File: src/rtl/ipl_pkg.sv
package ipl_pkg;
  localparam int BYTE_W    = 8;
  localparam int DEVA_W    = 11;
  localparam int SW_BYTES  = 8;
  localparam int IA_BYTES  = 3;
  localparam int IA_W      = IA_BYTES * BYTE_W;

  typedef enum logic [2:0] {
    ST_IDLE,
    ST_RESET,
    ST_LOAD,
    ST_FAIL,
    ST_FETCH
  } ipl_state_t;
endpackage

File: src/rtl/ipl_reset_timer.sv
module ipl_reset_timer #(
  parameter int RST_CYCLES = 4
) (
  input  logic clk,
  input  logic rst,
  input  logic start,
  output logic busy,
  output logic done
);
  localparam int CW = (RST_CYCLES > 1) ? $clog2(RST_CYCLES) : 1;
  logic [CW-1:0] cnt;

  assign done = busy && (cnt == '0);

  always_ff @(posedge clk) begin
    if (rst) begin
      busy <= 1'b0;
      cnt  <= '0;
    end else if (start && !busy) begin
      busy <= 1'b1;
      cnt  <= CW'(RST_CYCLES - 1);
    end else if (busy) begin
      if (cnt == '0) busy <= 1'b0;
      else           cnt  <= cnt - 1'b1;
    end
  end

  // the reset window ends by itself and never restarts while running
  assert_done_ends_R2: assert property (@(posedge clk) disable iff (rst)
    done |=> !busy);
endmodule

File: src/rtl/ipl_byte_loader.sv
module ipl_byte_loader #(
  parameter int IMG_BYTES = 24,
  parameter int TIMEOUT   = 64,
  parameter int MEM_AW    = 8
) (
  input  logic              clk,
  input  logic              rst,
  input  logic              start,
  input  logic              in_valid,
  input  logic [7:0]        in_data,
  input  logic              in_err,
  output logic              in_ready,
  output logic              mem_we,
  output logic [MEM_AW-1:0] mem_waddr,
  output logic [7:0]        mem_wdata,
  output logic              ok_o,
  output logic              fail_o
);
  localparam int BCW = $clog2(IMG_BYTES + 1);
  localparam int TCW = $clog2(TIMEOUT + 1);

  logic [BCW-1:0] bcnt;
  logic [TCW-1:0] idle_cnt;
  logic           take, last, tmo;

  assign take = in_ready && in_valid && !in_err;
  assign last = (bcnt == BCW'(IMG_BYTES - 1));
  assign tmo  = in_ready && !in_valid && (idle_cnt == TCW'(TIMEOUT - 1));

  always_ff @(posedge clk) begin
    if (rst) begin
      in_ready  <= 1'b0;
      bcnt      <= '0;
      idle_cnt  <= '0;
      mem_we    <= 1'b0;
      mem_waddr <= '0;
      mem_wdata <= '0;
      ok_o      <= 1'b0;
      fail_o    <= 1'b0;
    end else begin
      mem_we <= 1'b0;
      ok_o   <= 1'b0;
      fail_o <= 1'b0;
      if (start && !in_ready) begin
        in_ready <= 1'b1;
        bcnt     <= '0;
        idle_cnt <= '0;
      end else if (in_ready) begin
        if (in_err || tmo) begin
          in_ready <= 1'b0;
          fail_o   <= 1'b1;
        end else if (take) begin
          mem_we    <= 1'b1;
          mem_waddr <= MEM_AW'(bcnt);
          mem_wdata <= in_data;
          bcnt      <= bcnt + 1'b1;
          idle_cnt  <= '0;
          if (last) begin
            in_ready <= 1'b0;
            ok_o     <= 1'b1;
          end
        end else begin
          idle_cnt <= idle_cnt + 1'b1;
        end
      end
    end
  end

  // every accepted clean beat produces one write, inside the image
  assert_take_writes_R3: assert property (@(posedge clk) disable iff (rst)
    (in_ready && in_valid && !in_err) |=> mem_we);
  assert_waddr_range_R3: assert property (@(posedge clk) disable iff (rst)
    mem_we |-> (mem_waddr < MEM_AW'(IMG_BYTES)));
  // an error beat is never written and closes the stream
  assert_err_no_write_R5: assert property (@(posedge clk) disable iff (rst)
    (in_ready && in_err) |=> (!mem_we && !in_ready));
  // a failure closes the stream
  assert_fail_closes_R6: assert property (@(posedge clk) disable iff (rst)
    fail_o |-> !in_ready);
endmodule

File: src/rtl/ipl_restart_fetch.sv
module ipl_restart_fetch
  import ipl_pkg::*;
#(
  parameter int MEM_AW = 8
) (
  input  logic              clk,
  input  logic              rst,
  input  logic              start,
  output logic              mem_re,
  output logic [MEM_AW-1:0] mem_raddr,
  input  logic [7:0]        mem_rdata,
  output logic              start_valid,
  output logic [IA_W-1:0]   start_pc
);
  localparam int ICW = $clog2(SW_BYTES + 1);

  logic [ICW-1:0]          issue_cnt;
  logic                    issuing;
  logic                    cap_v;
  logic [MEM_AW-1:0]       cap_idx;
  logic [IA_W-BYTE_W-1:0]  shift;

  always_ff @(posedge clk) begin
    if (rst) begin
      issuing     <= 1'b0;
      issue_cnt   <= '0;
      mem_re      <= 1'b0;
      mem_raddr   <= '0;
      cap_v       <= 1'b0;
      cap_idx     <= '0;
      shift       <= '0;
      start_valid <= 1'b0;
      start_pc    <= '0;
    end else begin
      mem_re      <= 1'b0;
      start_valid <= 1'b0;
      if (start && !issuing) begin
        issuing   <= 1'b1;
        issue_cnt <= '0;
      end else if (issuing) begin
        mem_re    <= 1'b1;
        mem_raddr <= MEM_AW'(issue_cnt);
        issue_cnt <= issue_cnt + 1'b1;
        if (issue_cnt == ICW'(SW_BYTES - 1)) issuing <= 1'b0;
      end
      cap_v   <= mem_re;
      cap_idx <= mem_raddr;
      if (cap_v) begin
        shift <= {shift[IA_W-2*BYTE_W-1:0], mem_rdata};
        if (cap_idx == MEM_AW'(SW_BYTES - 1)) begin
          start_valid <= 1'b1;
          start_pc    <= {shift, mem_rdata};
        end
      end
    end
  end

  // reads stay inside the status word and the result is a single pulse
  assert_raddr_range_R7: assert property (@(posedge clk) disable iff (rst)
    mem_re |-> (mem_raddr < MEM_AW'(SW_BYTES)));
  assert_pulse_once_R7: assert property (@(posedge clk) disable iff (rst)
    start_valid |=> !start_valid);
endmodule

File: src/rtl/ipl_seq.sv
module ipl_seq
  import ipl_pkg::*;
#(
  parameter int RST_CYCLES = 4,
  parameter int IMG_BYTES  = 24,
  parameter int TIMEOUT    = 64,
  parameter int MEM_AW     = 8
) (
  input  logic              clk,
  input  logic              rst,
  input  logic [2:0]        sel_chan,
  input  logic [3:0]        sel_cu,
  input  logic [3:0]        sel_dev,
  input  logic              load_req,
  input  logic              restart_req,
  input  logic              manual_i,
  input  logic              in_valid,
  input  logic [7:0]        in_data,
  input  logic              in_err,
  output logic              in_ready,
  output logic [10:0]       dev_addr,
  output logic              sys_reset_o,
  output logic              mem_we,
  output logic [MEM_AW-1:0] mem_waddr,
  output logic [7:0]        mem_wdata,
  output logic              mem_re,
  output logic [MEM_AW-1:0] mem_raddr,
  input  logic [7:0]        mem_rdata,
  output logic              load_active,
  output logic              load_ok,
  output logic              fail_idle,
  output logic              start_valid,
  output logic [23:0]       start_pc
);
  ipl_state_t state;
  logic load_go, fetch_go, tmr_done, ld_ok, ld_fail, ld_start;

  assign load_go  = load_req && ((state == ST_IDLE) || (state == ST_FAIL));
  assign fetch_go = restart_req && manual_i && !load_req && (state == ST_IDLE);
  assign ld_start = (state == ST_RESET) && tmr_done;

  ipl_reset_timer #(.RST_CYCLES(RST_CYCLES)) u_tmr (
    .clk(clk), .rst(rst), .start(load_go), .busy(sys_reset_o), .done(tmr_done)
  );

  ipl_byte_loader #(.IMG_BYTES(IMG_BYTES), .TIMEOUT(TIMEOUT), .MEM_AW(MEM_AW)) u_ld (
    .clk(clk), .rst(rst), .start(ld_start),
    .in_valid(in_valid), .in_data(in_data), .in_err(in_err), .in_ready(in_ready),
    .mem_we(mem_we), .mem_waddr(mem_waddr), .mem_wdata(mem_wdata),
    .ok_o(ld_ok), .fail_o(ld_fail)
  );

  ipl_restart_fetch #(.MEM_AW(MEM_AW)) u_fch (
    .clk(clk), .rst(rst), .start(fetch_go),
    .mem_re(mem_re), .mem_raddr(mem_raddr), .mem_rdata(mem_rdata),
    .start_valid(start_valid), .start_pc(start_pc)
  );

  always_ff @(posedge clk) begin
    if (rst) begin
      state       <= ST_IDLE;
      dev_addr    <= '0;
      load_active <= 1'b0;
      load_ok     <= 1'b0;
      fail_idle   <= 1'b0;
    end else begin
      unique case (state)
        ST_IDLE, ST_FAIL: begin
          if (load_go) begin
            state       <= ST_RESET;
            dev_addr    <= {sel_chan, sel_cu, sel_dev};
            load_active <= 1'b1;
            load_ok     <= 1'b0;
            fail_idle   <= 1'b0;
          end else if (fetch_go) begin
            state <= ST_FETCH;
          end
        end
        ST_RESET: if (tmr_done) state <= ST_LOAD;
        ST_LOAD: begin
          if (ld_ok) begin
            state       <= ST_IDLE;
            load_active <= 1'b0;
            load_ok     <= 1'b1;
          end else if (ld_fail) begin
            state     <= ST_FAIL;
            fail_idle <= 1'b1;
          end
        end
        ST_FETCH: if (start_valid) state <= ST_IDLE;
        default: state <= ST_IDLE;
      endcase
    end
  end

  // nothing is written or accepted while the reset runs
  assert_quiet_reset_R2: assert property (@(posedge clk) disable iff (rst)
    sys_reset_o |-> (!mem_we && !in_ready));
  // success and the load indicator never coexist
  assert_ok_clears_R4: assert property (@(posedge clk) disable iff (rst)
    load_ok |-> !load_active);
  // a failed load keeps its indicator lit
  assert_fail_lit_R5: assert property (@(posedge clk) disable iff (rst)
    fail_idle |-> (load_active && !load_ok));
  // a running load cannot restart the reset window
  assert_no_rerun_R9: assert property (@(posedge clk) disable iff (rst)
    (in_ready && load_req) |=> !sys_reset_o);
endmodule

File: config.mk
export PLATFORM = sky130hd
export DESIGN_NAME = ipl_seq
export DESIGN_NICKNAME = d
export VERILOG_FILES = /design/src/rtl/ipl_pkg.sv /design/src/rtl/ipl_reset_timer.sv /design/src/rtl/ipl_byte_loader.sv /design/src/rtl/ipl_restart_fetch.sv /design/src/rtl/ipl_seq.sv
export SDC_FILE = /design/constraint.sdc
export NUM_CORES = 1
export LEC_CHECK = 0
export ABC_AREA = 1
export CAP_MARGIN = 40
export CORE_MARGIN = 4
export CORE_UTILIZATION = 40
export CTS_CLUSTER_DIAMETER = 60
export DETAILED_ROUTE_END_ITERATION = 7
export PLACE_DENSITY = 0.67
export SYNTH_ARGS = -nofsm -noshare
export SYNTH_HDL_FRONTEND = slang
export SYNTH_SLANG_ARGS = --single-unit
File: constraint.sdc
create_clock -name clk -period 4.2 [get_ports clk]
set_input_delay 0.42 -clock clk [delete_from_list [all_inputs] [get_ports clk]]
set_output_delay 0.42 -clock clk [all_outputs]
set_load 0.02 [all_outputs]
# == Word-level counts from Yosys, hierarchy flattened ==
# Index checks and enable logic that the tools add are counted.
# totals
output_inout_bits,67
mem_bits_ro,0
in_bits,34
memories,0
register_bits,105
ramBits,0
latch_bits,0
# op_classes
magnitude_cmp,0
add_sub_neg,4
multipliers,0
n_bitwise,6
mux,36
n_shift,0
n_reduce_logical,42
eq_ne,17
div,0
# op_table
op,n
1-bit two-way mux,22
3-bit two-way mux,6
1-bit logical AND,13
3-bit one-hot mux with 4 select lines,1
4-bit AND reduction,3
2-bit AND reduction,5
"4-bit by 3-bit equality test with 1-bit output, second input constant",2
"2-bit by 1-bit != test with 1-bit output, second input constant",4
2-bit OR reduction,4
"7-bit by 1-bit adder with 7-bit output, second input constant",1
"7-bit by 6-bit equality test with 1-bit output, second input constant",1
7-bit two-way mux,1
"3-bit by 2-bit equality test with 1-bit output, second input constant",2
1-bit zero test,6
2-bit two-way mux,3
"2-bit != test, second input constant",3
"3-bit by 1-bit != test with 1-bit output, second input constant",2
1-bit NOT,6
1-bit one-hot mux with 2 select lines,3
3-bit AND reduction,2
"5-bit by 1-bit adder with 5-bit output, second input constant",1
"5-bit equality test, second input constant",1
5-bit OR reduction,1
"4-bit by 1-bit adder with 4-bit output, second input constant",1
other kinds (9),11

# == Longest topological paths before layout ==
# Gate-level depths: netlist (run 1).
# logic_depth
word_depth,7
depth_mapped,9
mapped_depth_nobuf,9

# == Modules after synthesis ==
# From an unflattened synthesis (run 1), not the netlist that was laid out.
# unflattened
cells_unflattened,596
area_unflattened_um2,4461.8
# by_module_without_submodules
mod,cells_each,seq_area_each_um2,area_each_um2,n_inst
ipl_restart_fetch,281,1121.1,2145.8,1
ipl_byte_loader,182,580.6,1366.3,1
ipl_seq,110,340.3,799.5,1
ipl_reset_timer,23,60.1,150.1,1

# == Least setup slack after synthesis (run 1) ==
# No wires, ideal clock.
# synth_timing
path_type,flip-flop to flip-flop
start,reg u_ld.idle_cnt[0]
end,reg u_ld.idle_cnt[0]
path_buffers,0
stages_incl_launch_ff,8
arrival_ps,1232
slack_ps,2851
cell_sequence,dfxtp_1 > ha_1 > nand3_1 > nor2_1 > nand2_1 > nand3_1 > o21ai_0 > nor2_1
# synth_via
elab_chain_len,5
word_cells_on_any_way,7
classes_between,add/sub: 1; eq/ne: 1; mux: 1; bitwise: 1; reduce/logical: 3
# synth_lines
item,line_no,text
from (decl),ipl_byte_loader.sv:23,logic [TCW-1:0] idle_cnt;
from (signal assigned),ipl_byte_loader.sv:63,idle_cnt <= idle_cnt + 1'b1;
"parallel branches: the longest is 5 deep, another holds 7-bit by 1-bit adder with 7-bit output",--,
# Several ways; the timed one is not identified.
# A chain may end at the register's enable or synchronous reset.

# == Final worst setup path (run 1) ==
# layout_timing
start,in rst
end,reg u_fch.issue_cnt[0]
# layout_via
elab_chain_len,1
# layout_lines
item,line_no,text
from (decl),ipl_seq.sv:10,"input logic rst,"
2-bit OR reduction (no source line),--,
to (signal assigned),ipl_restart_fetch.sv:43,issue_cnt <= issue_cnt + 1'b1;
to (decl),ipl_restart_fetch.sv:17,logic [ICW-1:0] issue_cnt;
# Every way passes these cells.

==> results.py, run 1 <==
metrics = {
    "pwr": {
        "leakage_nw": 2.12,
        "power_mw": 2.23,
        "switching_share_pct": 31.8,
        "peakVddDrop_mv": 0.224,
        "pwr_density_cell_nw_per_um2": 429,
        "power_frac_seq_pct": 50.6,
        "combPwrFrac_pct": 22.3,
        "pwr-share-clk_pct": 27.2,
        "power.internal_mw": 1.52,
        "switchingPower_mw": 0.710,
    },
    "cts": {
        "clkSinkCount": 105,
        "clockBufferDepth": 2,
        "clk_latency_ns": 0.36,
        "cts_made_buffers": 9,
        "hold_buffers": 0,
        "h-tree-depth": 3,
        "cts-resized-gates": 0,
        "cts.clk_slew.worst_paths_ns": 0.10,
        "cts_root_buffer": "clkbuf_8",
        "tritoncts": "done",
        "post-cts-setup-buffers": 0,
    },
    "sta": {
        "period_minus_slack_ns": 2.32,
        "maxSlewHeadroom_pct": 56.9,
        "fmax_mhz": 431,
        "min_period_over_period_pct": 55.3,
        "setup_violations": 0,
        "setup_tns_ns": 0,
        "final_hold_viol_count": 0,
        "finalClockSkew_ns": 0.0106,
        "rsz0062_at_grt": "false",
        "worstMarginPinSlew_ns": 0.646,
        "drv_slew": 0,
    },
    "route": {
        "wirelength_mm": 9.11,
        "vias_per_cell": 4.67,
        "num_vias": 3537,
        "drt-wirelength-per-cell_um": 12.0,
        "drtIter0Drc": 136,
        "antenna_left": 0,
        "first_pass_iters": 4,
        "post-route-drc-count": 0,
    },
    "global_routing": {
        "grt_pass1_vias": 3396,
        "grt_pass1_wl_mm": 15.6,
        "antenna_found_initial": 0,
        "grtUsageTotal_pct": 16.5,
        "overflow": 0,
        "grt_max_degree": 51,
    },
    "floorplanning": {
        "fp.dieArea_um2": 11800,
        "die_x_um": 108,
        "die_h_um": 108,
        "io_pins": 101,
        "start_util_pct": 41.1,
        "rows": 36,
        "coreArea_um2": 9820,
    },
    "synth": {
        "synth.most_common_cell": "nor2_1",
        "synth_top_family_by_area": "simple AND/OR/NAND/NOR gates",
        "synth-main-ff-cell": "dfxtp_1",
        "yosys.area.top_type_share_pct": 52.1,
        "yosysUniqueCellTypes": 30,
        "netlist_instances": 537,
        "synth_xor_area_share_pct": 0.651,
        "synthTopCellsByCount": "nor2_1 (163), dfxtp_1 (105), o21ai_0 (75)",
        "yosys-top-cells-area": "dfxtp_1 (52%), nor2_1 (15%), o21ai_0 (9.3%)",
        "synthAdderAreaFrac_pct": 1.24,
        "yosysTopAreaCell": "dfxtp_1",
        "synth_compound_area_share_pct": 13.1,
        "synth.area.mux_share_pct": 0,
        "yosys_warnings": 0,
        "async_reset_ff_share_pct": 0,
        "synth_edf_count": 0,
        "syn_avg_cell_area_um2": 7.52,
        "synth_area_um2": 4040,
        "synth-simple-area-share_pct": 23.9,
        "ys_seq_elements": 105,
        "ys_seq_area_share_pct": 52.1,
    },
    "place": {
        "portBuffers": 93,
        "hpwl_mm": 6.72,
        "routabilityCongestion": 0.853,
        "place_area_um2": 5010,
    },
    "worst_setup_path": {
        "crit_type": "input pin to flop",
        "crit_arrival_ns": 2.61,
        "worstPathRequired_ns": 4.49,
        "crit_fanout": 50,
        "start_kind": "input pin",
        "cp-end-kind": "flop",
    },
    "hold_path": {
        "hold_path.class": "flop to flop",
    },
    "final_layout": {
        "synthToLayoutAreaGrowth_pct": 28.9,
        "diodes": 0,
        "fin_util_pct": 53.0,
        "drive_gt1_share_pct": 4.00,
        "n_fill_cell": 977,
        "nets": 658,
        "final_cell_area_um2": 5200,
    },
    "status": {
        "status": "completed",
    },
    "flow_run": {
        "maxCapViolCount": 0,
    },
}
-- placed cells by master, fill, tap and decap left out, types with 2 or more instances in the layout --
master,count
inv_6,2
o21bai_1,2
inv_8,2
inv_1,48
clkdlybuf4s50_1,93
ha_1,4
o21ai_0,75
buf_4,2
nor2_1,163
nand2_1,43
nor3_1,4
nand3_1,15
nand4_1,8
clkbuf_8,10
inv_2,3
a21oi_1,24
xor2_1,3
dfxtp_1,105
conb_1,7
-- power groups by stage --
stage / combinational (mW) / sequential, mW / clock, mW
2_1_floorplan: 0.274 / 1.19 / 0
3_3_place_gp: 0.488 / 1.15 / 0
3_5_place_dp: 0.501 / 1.15 / 0
4_1_cts: 0.503 / 1.13 / 0.630
5_1_grt: 0.558 / 1.14 / 0.676
6_report: 0.497 / 1.13 / 0.607
-- critical path, stage by stage --
cell,delay [ns]
clkdlybuf4s50_1,0.70
inv_1,0.63
buf_4,0.47
nand2_1,0.17
nor3b_1,0.20
-- sequential cells by signal, summed over array words and instances, names as in the netlist, 2 cells and up --
signal,cells
u_fch.shift,16
u_fch.start_pc,24
u_fch.mem_raddr,4
state,3
u_fch.issue_cnt,4
u_ld.mem_wdata,8
u_ld.mem_waddr,5
u_ld.idle_cnt,7
u_ld.bcnt,5
u_tmr.cnt,2
dev_addr,11
u_fch.cap_idx,4
-- layout make-up --
type | instances | area [µm²] | area share [%]
clock inverter | 6 | 56.3 | 1.08
sequential | 105 | 2100 | 40.4
multi-input combinational | 357 | 1600 | 30.7
inverter | 52 | 196 | 3.77
clock buffer | 10 | 138 | 2.64
timing repair buffer | 95 | 946 | 18.2
tap | 133 | 166 | 3.20
-- stage by stage --
step                      setup slack [ns]  std cells  hold WS [ns]
after floorplan                       2.85        543         0.436
after global placement                1.57        742         0.443
after detailed placement              1.44        742         0.441
after CTS                             1.83        758         0.459
after global routing                  1.61        758         0.485
final                                 1.88        758         0.454
-- path summary, 6_finish.rpt --
kind                                          from            endpoint  slack [ns]  cells past startpoint
worst max register to register         u_fch.cap_v  u_fch.start_pc[11]        2.07                      6
worst min register to register  u_fch.mem_raddr[2]    u_fch.cap_idx[2]        0.45                      2
worst max-delay path                           rst  u_fch.issue_cnt[0]        1.88                      5
worst min-delay path            u_fch.mem_raddr[2]    u_fch.cap_idx[2]        0.45                      2
-- per-layer routing --
layer	global-route usage [%]	wire length, µm
met2	29.7	4690
met5	0	0
met1	19.1	3850
met3	4.06	433
met4	5.68	135
-- kinds of logic (layout without fill, tap and decap cells) --
logic type                 Yosys count  in the layout
AOI/OAI and AO/OA                  104            104
xor gates and xnor gates             3              3
adders and majority gates            4              4
buffers and inverters               81            163
DFF                                105            105
other                                1              7
and+or+nand+nor                    239            239
Power figures use the tool's default switching activity.
==> inputs of run 2 (changes only) <==
clock period = 2.3 ns   (was 4.2 ns; I/O delays follow)
==> results.py, run 2 (same netlist as run 1, synthesis figures left out) <==
metrics = {
    "place": {
        "routabilityCongestion": 0.893,
        "hpwl_mm": 6.77,
        "portBuffers": 93,
    },
    "route": {
        "drt-wirelength-per-cell_um": 12.0,
        "vias_per_cell": 4.67,
        "antenna_left": 0,
        "first_pass_iters": 4,
        "post-route-drc-count": 0,
        "wirelength_mm": 9.17,
        "drtIter0Drc": 136,
        "num_vias": 3562,
    },
    "flow_run": {
        "maxCapViolCount": 0,
    },
    "final_layout": {
        "diodes": 0,
        "layout_common_cells": "nor2_1 (163), dfxtp_1 (105), clkdlybuf4s50_1 (93)",
        "reg_top3": "u_fch.start_pc (24), u_fch.shift (16), dev_addr (11)",
        "final_common_cell": "nor2_1",
        "largest_register_ffs": 24,
        "fin_util_pct": 53.2,
        "drive_gt1_share_pct": 4.61,
        "largest-register": "u_fch.start_pc",
        "synthToLayoutAreaGrowth_pct": 29.4,
        "nets": 662,
    },
    "pwr": {
        "peakVddDrop_mv": 0.327,
        "leakage_nw": 2.14,
        "pwr_density_cell_nw_per_um2": 773,
    },
    "cts": {
        "cts_root_buffer": "clkbuf_8",
        "clkSinkCount": 105,
        "clockBufferDepth": 2,
        "tritoncts": "done",
        "clk_latency_ns": 0.37,
        "cts-resized-gates": 0,
        "hold_buffers": 0,
        "post-cts-setup-buffers": 0,
        "cts.clk_slew.worst_paths_ns": 0.10,
        "h-tree-depth": 3,
        "cts_made_buffers": 9,
    },
    "worst_setup_path": {
        "cp_cell_sequence": "clkdlybuf4s50_1",
        "worstPathRequired_ns": 2.07,
        "cp-end-kind": "primary output",
        "cp_slowest_cell": "clkdlybuf4s50_1",
        "max_stage_delay_ns": 0.67,
        "crit_type": "flop to primary output",
        "rr_startpoint": "state[1]",
        "start_kind": "flop",
        "crit_arrival_ns": 1.54,
        "crit_buf_inv": 1,
        "crit_fanout": 8,
        "critPathLaunch": "u_ld.in_ready",
        "crit_family": "buffers and inverters",
    },
    "hold_path": {
        "min_from": "u_fch.mem_re",
        "hold_path.class": "flop to flop",
    },
    "sta": {
        "finalClockSkew_ns": 0.0137,
        "drv_slew": 0,
        "fmax_mhz": 566,
        "rsz0062_at_grt": "false",
        "period_minus_slack_ns": 1.77,
        "min_period_over_period_pct": 76.9,
        "setup_violations": 0,
        "final_hold_viol_count": 0,
        "setup_tns_ns": 0,
    },
    "floorplanning": {
        "rows": 36,
        "start_util_pct": 41.1,
        "io_pins": 101,
        "die_x_um": 108,
        "die_h_um": 108,
        "fp.dieArea_um2": 11800,
        "coreArea_um2": 9820,
    },
    "global_routing": {
        "grt_pass1_wl_mm": 15.1,
        "grtUsageTotal_pct": 15.9,
        "grt_max_degree": 47,
        "overflow": 0,
        "antenna_found_initial": 0,
        "grt_pass1_vias": 3378,
    },
    "status": {
        "status": "completed",
    },
}
[run 2: cell count changes in the layout (fill, tap and decap cells not counted), sizes merged]
cell,delta
clkinvlp,-1
clkinv,+2
buf,+4
clkbuf,-1
[run 2: final timing paths]
check,slack (ns),depth (start not counted),endpoint
setup / recovery,0.53,1,in_ready
hold / removal,0.42,2,u_fch.cap_v
setup reg to reg,0.62,7,dev_addr[7]
hold reg to reg,0.42,2,u_fch.cap_v
[run 2: per-stage QoR]
step           cells  area (µm²)  total power [mW]  setup WS [ns]  hold slack, ns
6_report         762        5220              4.04          0.532           0.423
5_1_grt          762        5220              4.28          0.447           0.422
4_1_cts          762        5220              4.08          0.512           0.426
3_5_place_dp     746        5040              3.01          0.384           0.415
3_3_place_gp     746        5040              2.99          0.451           0.415
2_1_floorplan    543        4060              2.68          0.951           0.365
[run 2: report_power, final]
| group | total [mW] | internal (mW) | switching, mW | leakage, nW |
|---|---|---|---|---|
| clock | 1.07 | 0.415 | 0.652 | 0.0965 |
| sequential | 2.06 | 1.96 | 0.106 | 0.851 |
| combinational | 0.911 | 0.378 | 0.533 | 1.19 |
| total | 4.04 | 2.75 | 1.29 | 2.14 |
[run 2: final cells by class]
type	instances	area, µm²
flip-flops and latches	105	2100
clock buffers	9	124
clock inverters	7	60.1
well taps	133	166
repair buffers	99	976
multi-input cells	357	1600
fillers	987	4600
inverters	52	196
[run 2: per-layer routing]
layer  up-vias  track usage (%)  share of wire, %
met3        15             3.04               4.4
met2        69             28.6                51
met1      1618             18.5                43
met4         0             6.40               1.7
met5         -                0                 0
li1       1860                -                 -
